### config.mk
export PLATFORM = sky130hd
export DESIGN_NAME = crc_div_engine
export DESIGN_NICKNAME = d
export VERILOG_FILES = /design/src/rtl/crc_div_pkg.sv /design/src/rtl/lead_one_pos.sv /design/src/rtl/crc_reduce_step.sv /design/src/rtl/crc_div_ctrl.sv /design/src/rtl/crc_div_engine.sv
export SDC_FILE = /design/constraint.sdc
export NUM_CORES = 1
export LEC_CHECK = 0
export BUFFER_PORTS_ARGS = -buffer_cell sky130_fd_sc_hd__buf_2
export CAP_MARGIN = 20
export CORE_UTILIZATION = 50
export DETAILED_ROUTE_END_ITERATION = 7
export PLACE_DENSITY = 0.81
export SYNTH_ARGS = -nofsm -noshare
export SYNTH_HDL_FRONTEND = slang
export SYNTH_SLANG_ARGS = --single-unit
export TNS_END_PERCENT = 100
### constraint.sdc
create_clock -name clk -period 12.8 [get_ports clk]
set_input_delay 2.56 -clock clk [delete_from_list [all_inputs] [get_ports clk]]
set_output_delay 2.56 -clock clk [all_outputs]
set_load 0.02 [all_outputs]
### src/rtl/crc_div_pkg.sv
package crc_div_pkg;

  typedef enum logic [1:0] {
    ST_IDLE   = 2'd0,
    ST_TAKE   = 2'd1,
    ST_REDUCE = 2'd2
  } crc_state_e;

endpackage

### src/rtl/lead_one_pos.sv
module lead_one_pos #(
  parameter int W  = 32,
  parameter int PW = $clog2(W + 1)
) (
  input  logic [W-1:0]  val,
  output logic [PW-1:0] width
);

  // Later (higher) bits overwrite earlier ones, giving priority to the top set bit.
  always_comb begin
    width = '0;
    for (int i = 0; i < W; i++) begin
      if (val[i]) width = PW'(i + 1);
    end
  end

endmodule

### src/rtl/crc_reduce_step.sv
module crc_reduce_step #(
  parameter int W  = 32,
  parameter int PW = $clog2(W + 1)
) (
  input  logic [W-1:0] acc,
  input  logic [W-1:0] poly,
  output logic         need,
  output logic [W-1:0] nxt
);

  logic [PW-1:0] w_acc;
  logic [PW-1:0] w_poly;
  logic [PW-1:0] shamt;

  lead_one_pos #(.W(W), .PW(PW)) u_acc_pos (
    .val   (acc),
    .width (w_acc)
  );

  lead_one_pos #(.W(W), .PW(PW)) u_poly_pos (
    .val   (poly),
    .width (w_poly)
  );

  always_comb begin
    need  = (w_poly != '0) && (w_acc >= w_poly);
    shamt = w_acc - w_poly;
    nxt   = acc ^ (poly << shamt);
  end

endmodule

### src/rtl/crc_div_ctrl.sv
module crc_div_ctrl
  import crc_div_pkg::*;
(
  input  logic clk,
  input  logic rst,
  input  logic start_rise,
  input  logic in_valid,
  input  logic in_last,
  input  logic need,
  output logic in_ready,
  output logic take,
  output logic do_xor,
  output logic fin
);

  crc_state_e state_q, state_d;
  logic       last_q;

  always_comb begin
    in_ready = (state_q == ST_TAKE);
    take     = in_ready && in_valid && !start_rise;
    do_xor   = (state_q == ST_REDUCE) && need && !start_rise;
    fin      = (state_q == ST_REDUCE) && !need && last_q && !start_rise;
    state_d  = state_q;
    if (start_rise) begin
      state_d = ST_TAKE;
    end else begin
      case (state_q)
        ST_TAKE:   if (in_valid) state_d = ST_REDUCE;
        ST_REDUCE: if (!need) state_d = last_q ? ST_IDLE : ST_TAKE;
        default:   state_d = state_q;
      endcase
    end
  end

  always_ff @(posedge clk) begin
    if (rst) begin
      state_q <= ST_IDLE;
      last_q  <= 1'b0;
    end else begin
      state_q <= state_d;
      if (take) last_q <= in_last;
    end
  end

endmodule

### src/rtl/crc_div_engine.sv
module crc_div_engine #(
  parameter int ACC_W  = 32,
  parameter int BYTE_W = 8
) (
  input  logic              clk,
  input  logic              rst,
  input  logic              start,
  input  logic [ACC_W-1:0]  poly,
  input  logic              in_valid,
  input  logic [BYTE_W-1:0] in_data,
  input  logic              in_last,
  output logic              in_ready,
  output logic [ACC_W-1:0]  rem_out,
  output logic              done
);

  localparam int PW = $clog2(ACC_W + 1);

  logic             start_q;
  logic             start_rise;
  logic [ACC_W-1:0] acc_q;
  logic [ACC_W-1:0] poly_q;
  logic [ACC_W-1:0] acc_nxt;
  logic             need;
  logic             take;
  logic             do_xor;
  logic             fin;

  assign start_rise = start && !start_q;

  crc_reduce_step #(.W(ACC_W), .PW(PW)) u_step (
    .acc  (acc_q),
    .poly (poly_q),
    .need (need),
    .nxt  (acc_nxt)
  );

  crc_div_ctrl u_ctrl (
    .clk        (clk),
    .rst        (rst),
    .start_rise (start_rise),
    .in_valid   (in_valid),
    .in_last    (in_last),
    .need       (need),
    .in_ready   (in_ready),
    .take       (take),
    .do_xor     (do_xor),
    .fin        (fin)
  );

  always_ff @(posedge clk) begin
    if (rst) begin
      start_q <= 1'b0;
      acc_q   <= '0;
      poly_q  <= '0;
      rem_out <= '0;
      done    <= 1'b0;
    end else begin
      start_q <= start;
      done    <= fin;
      if (start_rise) begin
        acc_q   <= '0;
        poly_q  <= poly;
        rem_out <= '0;
      end else begin
        if (take)        acc_q   <= {acc_q[ACC_W-BYTE_W-1:0], in_data};
        else if (do_xor) acc_q   <= acc_nxt;
        if (fin)         rem_out <= acc_q;
      end
    end
  end

endmodule

# ---- Word level (Yosys, flattened, before mapping)
# Cells that the tools add are included.
dict set report word_totals {
  regBits 101
  in_bits 45
  output_inout_bits 34
  wordCells 108
}
dict set report op_classes {
  addsub 1
  n_lt_le_gt_ge 1
  n_eq_ne 6
  n_shift 1
  muxes 71
  bitwise_logic 1
  n_reduce_logical 19
}
# cell count
set ops {}
lappend ops {{2-to-1 mux 6 bit} 62}
lappend ops {{2-to-1 mux 32 bit} 2}
lappend ops {{<< shifter 32 x 6 -> 32 bit} 1}
lappend ops {{bitwise XOR 32 bit} 1}
lappend ops {{logical AND 1 bit} 9}
lappend ops {{>= comparator 6 bit} 1}
lappend ops {{inequality test 3 x 2 -> 1 bit, second input constant} 2}
lappend ops {{AND reduction 3 bit} 2}
lappend ops {{nonzero test 6 bit} 1}
lappend ops {{subtractor 6 bit} 1}
lappend ops {{2-to-1 mux 1 bit} 4}
lappend ops {{2-to-1 mux 2 bit} 2}
lappend ops {{inequality test 2 bit, second input constant} 2}
lappend ops {{case mux 2 bit (2 select lines)} 1}
lappend ops {{nonzero test 2 bit} 2}
lappend ops {{zero test 1 bit} 3}
lappend ops {{nonzero test 3 bit} 1}
lappend ops {{equality test 2 x 1 -> 1 bit, second input constant} 1}
lappend ops {{equality test 2 bit, second input constant} 1}
lappend ops {{OR reduction 2 bit} 1}

# ---- Depth between registers and ports, before layout
dict set report depth {
  ltp_word 38
  mapped_depth 21
  mapped_depth_nobuf 19
}

# ---- By module
# Synthesis repeated with hierarchy kept, for this count alone.
dict set report hier_totals {
  hier_cells 848
  hier_area_um2 7332.0
}
# module n_inst cells_each area_each_um2 seq_area_each_um2
set modules_own_cells {}
lappend modules_own_cells {crc_div_engine 1 389 3998.8 1961.9}
lappend modules_own_cells {crc_reduce_step 1 319 2491.1 0.0}
lappend modules_own_cells {lead_one_pos 2 61 334.1 0.0}
lappend modules_own_cells {crc_div_ctrl 1 18 173.9 60.1}

# ---- Worst setup path after synthesis
# OpenSTA, ideal clock, no wires.
dict set report synth_timing {
  kind {input to register}
  start {in start}
  end {reg acc_q[28]}
  setup_time_ns 0.133
  t_arrival_ns 4.112
  required_time_ns 12.667
  slack_ns 8.556
  cell_stages 8
  path_buffers 2
  path_cell_list {nor2b_1 buf_2 nor3b_1 o311ai_2 buf_2 a2111oi_0 xnor2_1 a21oi_1}
}
dict set report synth_between {
  elab_chain_cells 4
  elab_cells_between_ends 7
  classes_between {mux (1); reduce/logical (6)}
}
# element line_no
set synth_rtl {}
lappend synth_rtl {{start: declaration} crc_div_engine.sv:7} ;# input logic start,
lappend synth_rtl {{logical AND 1 bit *} crc_div_engine.sv:29} ;# assign start_rise = start && !start_q;
lappend synth_rtl {{zero test 1 bit} {crc_div_ctrl.sv:21, crc_div_ctrl.sv:22}}
lappend synth_rtl {{logical AND 1 bit (on tied branches)} {crc_div_ctrl.sv:21, crc_div_ctrl.sv:22}}
lappend synth_rtl {{2-to-1 mux 32 bit or nonzero test 2 bit (tied branches)} n/a}
lappend synth_rtl {{end signal: assignment} crc_div_engine.sv:66} ;# if (take) acc_q <= {acc_q[ACC_W-BYTE_W-1:0], in_data};
lappend synth_rtl {{end signal: assignment} crc_div_engine.sv:67} ;# else if (do_xor) acc_q <= acc_nxt;
lappend synth_rtl {{end: declaration} crc_div_engine.sv:21} ;# logic [ACC_W-1:0] acc_q;
# Mark *: on every way between the ends. The rest lies on a longest branch, timed or not.
# A chain may end at the register's enable or synchronous reset.

# ---- Final worst setup path
dict set report layout_timing {
  start {in start}
  end {reg rem_out[0]}
}
dict set report layout_between {
  elab_chain_cells 3
  elab_cells_between_ends 4
  classes_between {reduce/logical (4)}
}
# element line_no
set layout_rtl {}
lappend layout_rtl {{logical AND 1 bit *} crc_div_engine.sv:29}
lappend layout_rtl {{zero test 1 bit} crc_div_ctrl.sv:23} ;# fin = (state_q == ST_REDUCE) && !need && last_q && !start_rise;
lappend layout_rtl {{logical AND 1 bit} crc_div_ctrl.sv:23}
lappend layout_rtl {{end signal: assignment} crc_div_engine.sv:68} ;# if (fin) rem_out <= acc_q;
lappend layout_rtl {{end: declaration} crc_div_engine.sv:13} ;# output logic [ACC_W-1:0] rem_out,
# Marked as above.

==> impl_metrics.tcl <==
set metrics [dict create \
    status "finished, final reports clean" \
    vias_per_cell 5.86 \
    num_vias 6030 \
    post-dp-hpwl_um 12300 \
    syn2layout_area_growth_pct 11.1 \
    crit_fanout 35 \
    cts_tree "built" \
    grt_pass1_vias 5533 \
    yosysWarnings 0 \
    grt_max_degree 53 \
    gr-total-overflow 0 \
    io_pins 79 \
    cp.required_ns 13.04 \
    fillers 1175 \
    yosys.area_share.xor_xnor_pct 4.47 \
    peakVddDrop_v 0.000127 \
    num_rows 41 \
    cts.sinks 101 \
    final_cell_mix "nand2_1 (124), dfxtp_1 (101), a21oi_1 (87)" \
    wl_per_cell_um 16.5 \
    cts.clk_slew.worst_paths_ns 0.07 \
    ant_nets 0 \
    skew_ns 0.00796 \
    synth_compound_area_share_pct 18.8 \
    synth_cells 812 \
    grt_pass1_wl_um 27900 \
    hp-class "reg2reg" \
    ys_seq_elements 101 \
    crit_chain "buf_2 -> nor2b_2 -> buf_4 -> nor3b_1 -> and3_2 -> mux2i_1 -> nor2_1" \
    antenna_found_initial 0 \
    fin_crit_ns 4.83 \
    syn_nets 864 \
    nNetsFinal 904 \
    dr.pass1.iters 6 \
    yosysUniqueCellTypes 61 \
    p_leak_nw 2.63 \
    htreeDepth 3 \
    dr_wl_met2_um 7590 \
    synth-edff-count 0 \
    setup_tns_ns 0 \
    synth-main-ff-cell "dfxtp_1" \
    setup_viol 0 \
    cp_num_buf_inv 2 \
    fmax_mhz 207 \
    rsz0062_at_grt "no" \
    dr_wl_met3_um 1060 \
    arrival_ns 5.07 \
    start_util_pct 51.3 \
    synthAdderAreaFrac_pct 1.47 \
    clk-insertion-delay-late_ns 0.36 \
    slowest_delay_ns 0.98 \
    cts_setup_buffers 0 \
    hold_viol 0 \
    synth_top_family_by_area "simple AND/OR/NAND/NOR gates" \
    final_common_cell "nand2_1" \
    drv_cap 0 \
    drc 0 \
    slew_viol_final 0 \
    critPathTopFamily "simple AND/OR/NAND/NOR gates" \
    layout-drive-gt1-share_pct 16.7 \
    grt_usage_pct 26.9 \
    wl_met1_um 7710 \
    netlist_area_um2 6470 \
    fp.dieH_um 116 \
    postSynth.asyncResetShare_pct 0 \
    die_w_um 116 \
    power_density_nw_per_um2 191 \
    core-area_um2 12600 \
    start_kind "input pin" \
    dpl_cell_area_um2 6880 \
    ys_seq_area_share_pct 31.2 \
    min_period_over_period_pct 37.7 \
    cp-end-kind "flip-flop" \
    n_antenna_cell 0 \
    synth_mux_area_share_pct 17.9 \
    clockBufferDepth 2 \
    final_cell_area_um2 7190 \
    cp_slowest_cell "and3_2" \
    routed.top_layer "met4" \
    die_area_um2 13400 \
    drtIter0Drc 481 \
    avgSynthCellArea_um2 7.97 \
    gp_congestion 0.924 \
    cts.hold.buffers_added 0 \
    critPathKind "in2reg" \
    wirelength_um 17000 \
    slew_headroom_pct 32.0 \
    io_buffers 78 \
    yosys.area_share.simple_pct 20.4 \
    cts_resized 0 \
    tightest_slew_ns 1.02 \
    clockRootBuffer "clkbuf_16" \
    cts_made_buffers 9 \
]
-- flip-flops by register name, summed over array words and instances (netlist names) --
signal,cells
poly_q,32
u_ctrl.last_q,1
acc_q,32
u_ctrl.state_q,2
rem_out,32
done,1
start_q,1
-- path summary, 6_finish.rpt --
| path | start | depth (start not counted) | end | slack [ns] |
|---|---|---|---|---|
| hold / removal | u_ctrl.last_q | 2 | u_ctrl.last_q | 0.47 |
| hold reg to reg | u_ctrl.last_q | 2 | u_ctrl.last_q | 0.47 |
| setup reg to reg | acc_q[18] | 17 | acc_q[26] | 7.98 |
| setup / recovery | start | 7 | rem_out[0] | 7.97 |
-- per-stage QoR --
step	setup WS, ns	total power [mW]	hold WS (ns)	cells	utilization (%)
final	7.97	1.37	0.474	1029	57.0
after global routing	7.55	1.45	0.492	1029	57.0
after floorplan	8.56	0.927	0.440	812	-
after detailed placement	7.59	1.09	0.462	1012	54.5
after CTS	7.96	1.36	0.472	1028	56.8
after global placement	7.63	1.09	0.458	1012	54.5
-- cell families (layout without fill, tap and decap cells) --
| group | count (synthesis) | after routing |
|---|---|---|
| AOI/OAI and AO/OA | 204 | 204 |
| adders and majority gates | 7 | 7 |
| buffers and inverters | 79 | 124 |
| muxes | 90 | 90 |
| xor gates and xnor gates | 33 | 33 |
| DFF | 101 | 101 |
| and+or+nand+nor | 298 | 298 |
-- power by group --
group | leakage (nW) | internal, mW | switching, mW
sequential | 0.820 | 0.323 | 0.0177
clock | 0.135 | 0.140 | 0.131
combinational | 1.67 | 0.294 | 0.465
-- per-layer routing --
| metal | global-route usage (%) | up-vias |
|---|---|---|
| met1 | 35.1 | 2796 |
| li1 | - | 2964 |
| met4 | 13.3 | 0 |
| met2 | 42.6 | 221 |
| met5 | 0 | - |
| met3 | 5.02 | 49 |
-- layout make-up --
| cell class | instances | area [µm²] | area share [%] |
|---|---|---|---|
| Multi-Input combinational cell | 632 | 4110 | 57.1 |
| Sequential cell | 101 | 2020 | 28.1 |
| Timing Repair Buffer | 89 | 480 | 6.69 |
| Clock buffer | 10 | 239 | 3.33 |
| Tap cell | 172 | 215 | 2.99 |
| Inverter | 19 | 71.3 | 0.992 |
| Clock inverter | 6 | 53.8 | 0.749 |
-- synth_stat cells (3+ instances only) --
cell type  count  area share (%)
buf_2         10            0.77
nor2b_1        7            0.68
a2111oi_0      3            0.41
and2_1         3            0.29
o22ai_1        4            0.39
mux2_2         4            0.70
or3_1          7            0.68
xnor2_1       31             4.2
o21ai_0       52             4.0
nor3_1        26             2.0
o31ai_1        5            0.58
and3_1         4            0.39
o21bai_1       3            0.35
o211ai_1       6            0.70
a21boi_0       3            0.35
nand3_1        9            0.70
mux2i_1       66              10
a221oi_1       3            0.41
nand2b_1       8            0.77
a211oi_1       8            0.93
mux4_2        20             7.0
o41ai_1        3            0.41
ha_1           6             1.2
inv_1         19             1.1
a21oi_1       87             6.7
nand3b_1       3            0.35
or2_2          3            0.29
a31oi_1       10            0.97
nor2_1        85             4.9
nor4_1        10            0.97
dfxtp_1      101              31
nand2_1      124             7.2
clkbuf_1      42             2.4
buf_12         3            0.93
-- worst reg2reg max path, cell delays in order (launching register included) --
cell,delay (ns)
dfxtp_1,0.41
nor4_1,0.30
o21ai_0,0.22
a221oi_1,0.33
a21oi_1,0.13
o31ai_1,0.34
ha_2,0.27
inv_1,0.06
fa_1,0.52
buf_4,0.40
mux2_2,0.41
a22o_1,0.24
nand2_1,0.15
mux2i_1,0.12
a222oi_1,0.47
nor2_1,0.11
xnor2_1,0.15
a21oi_1,0.08
(Power assumes the default switching activity.)
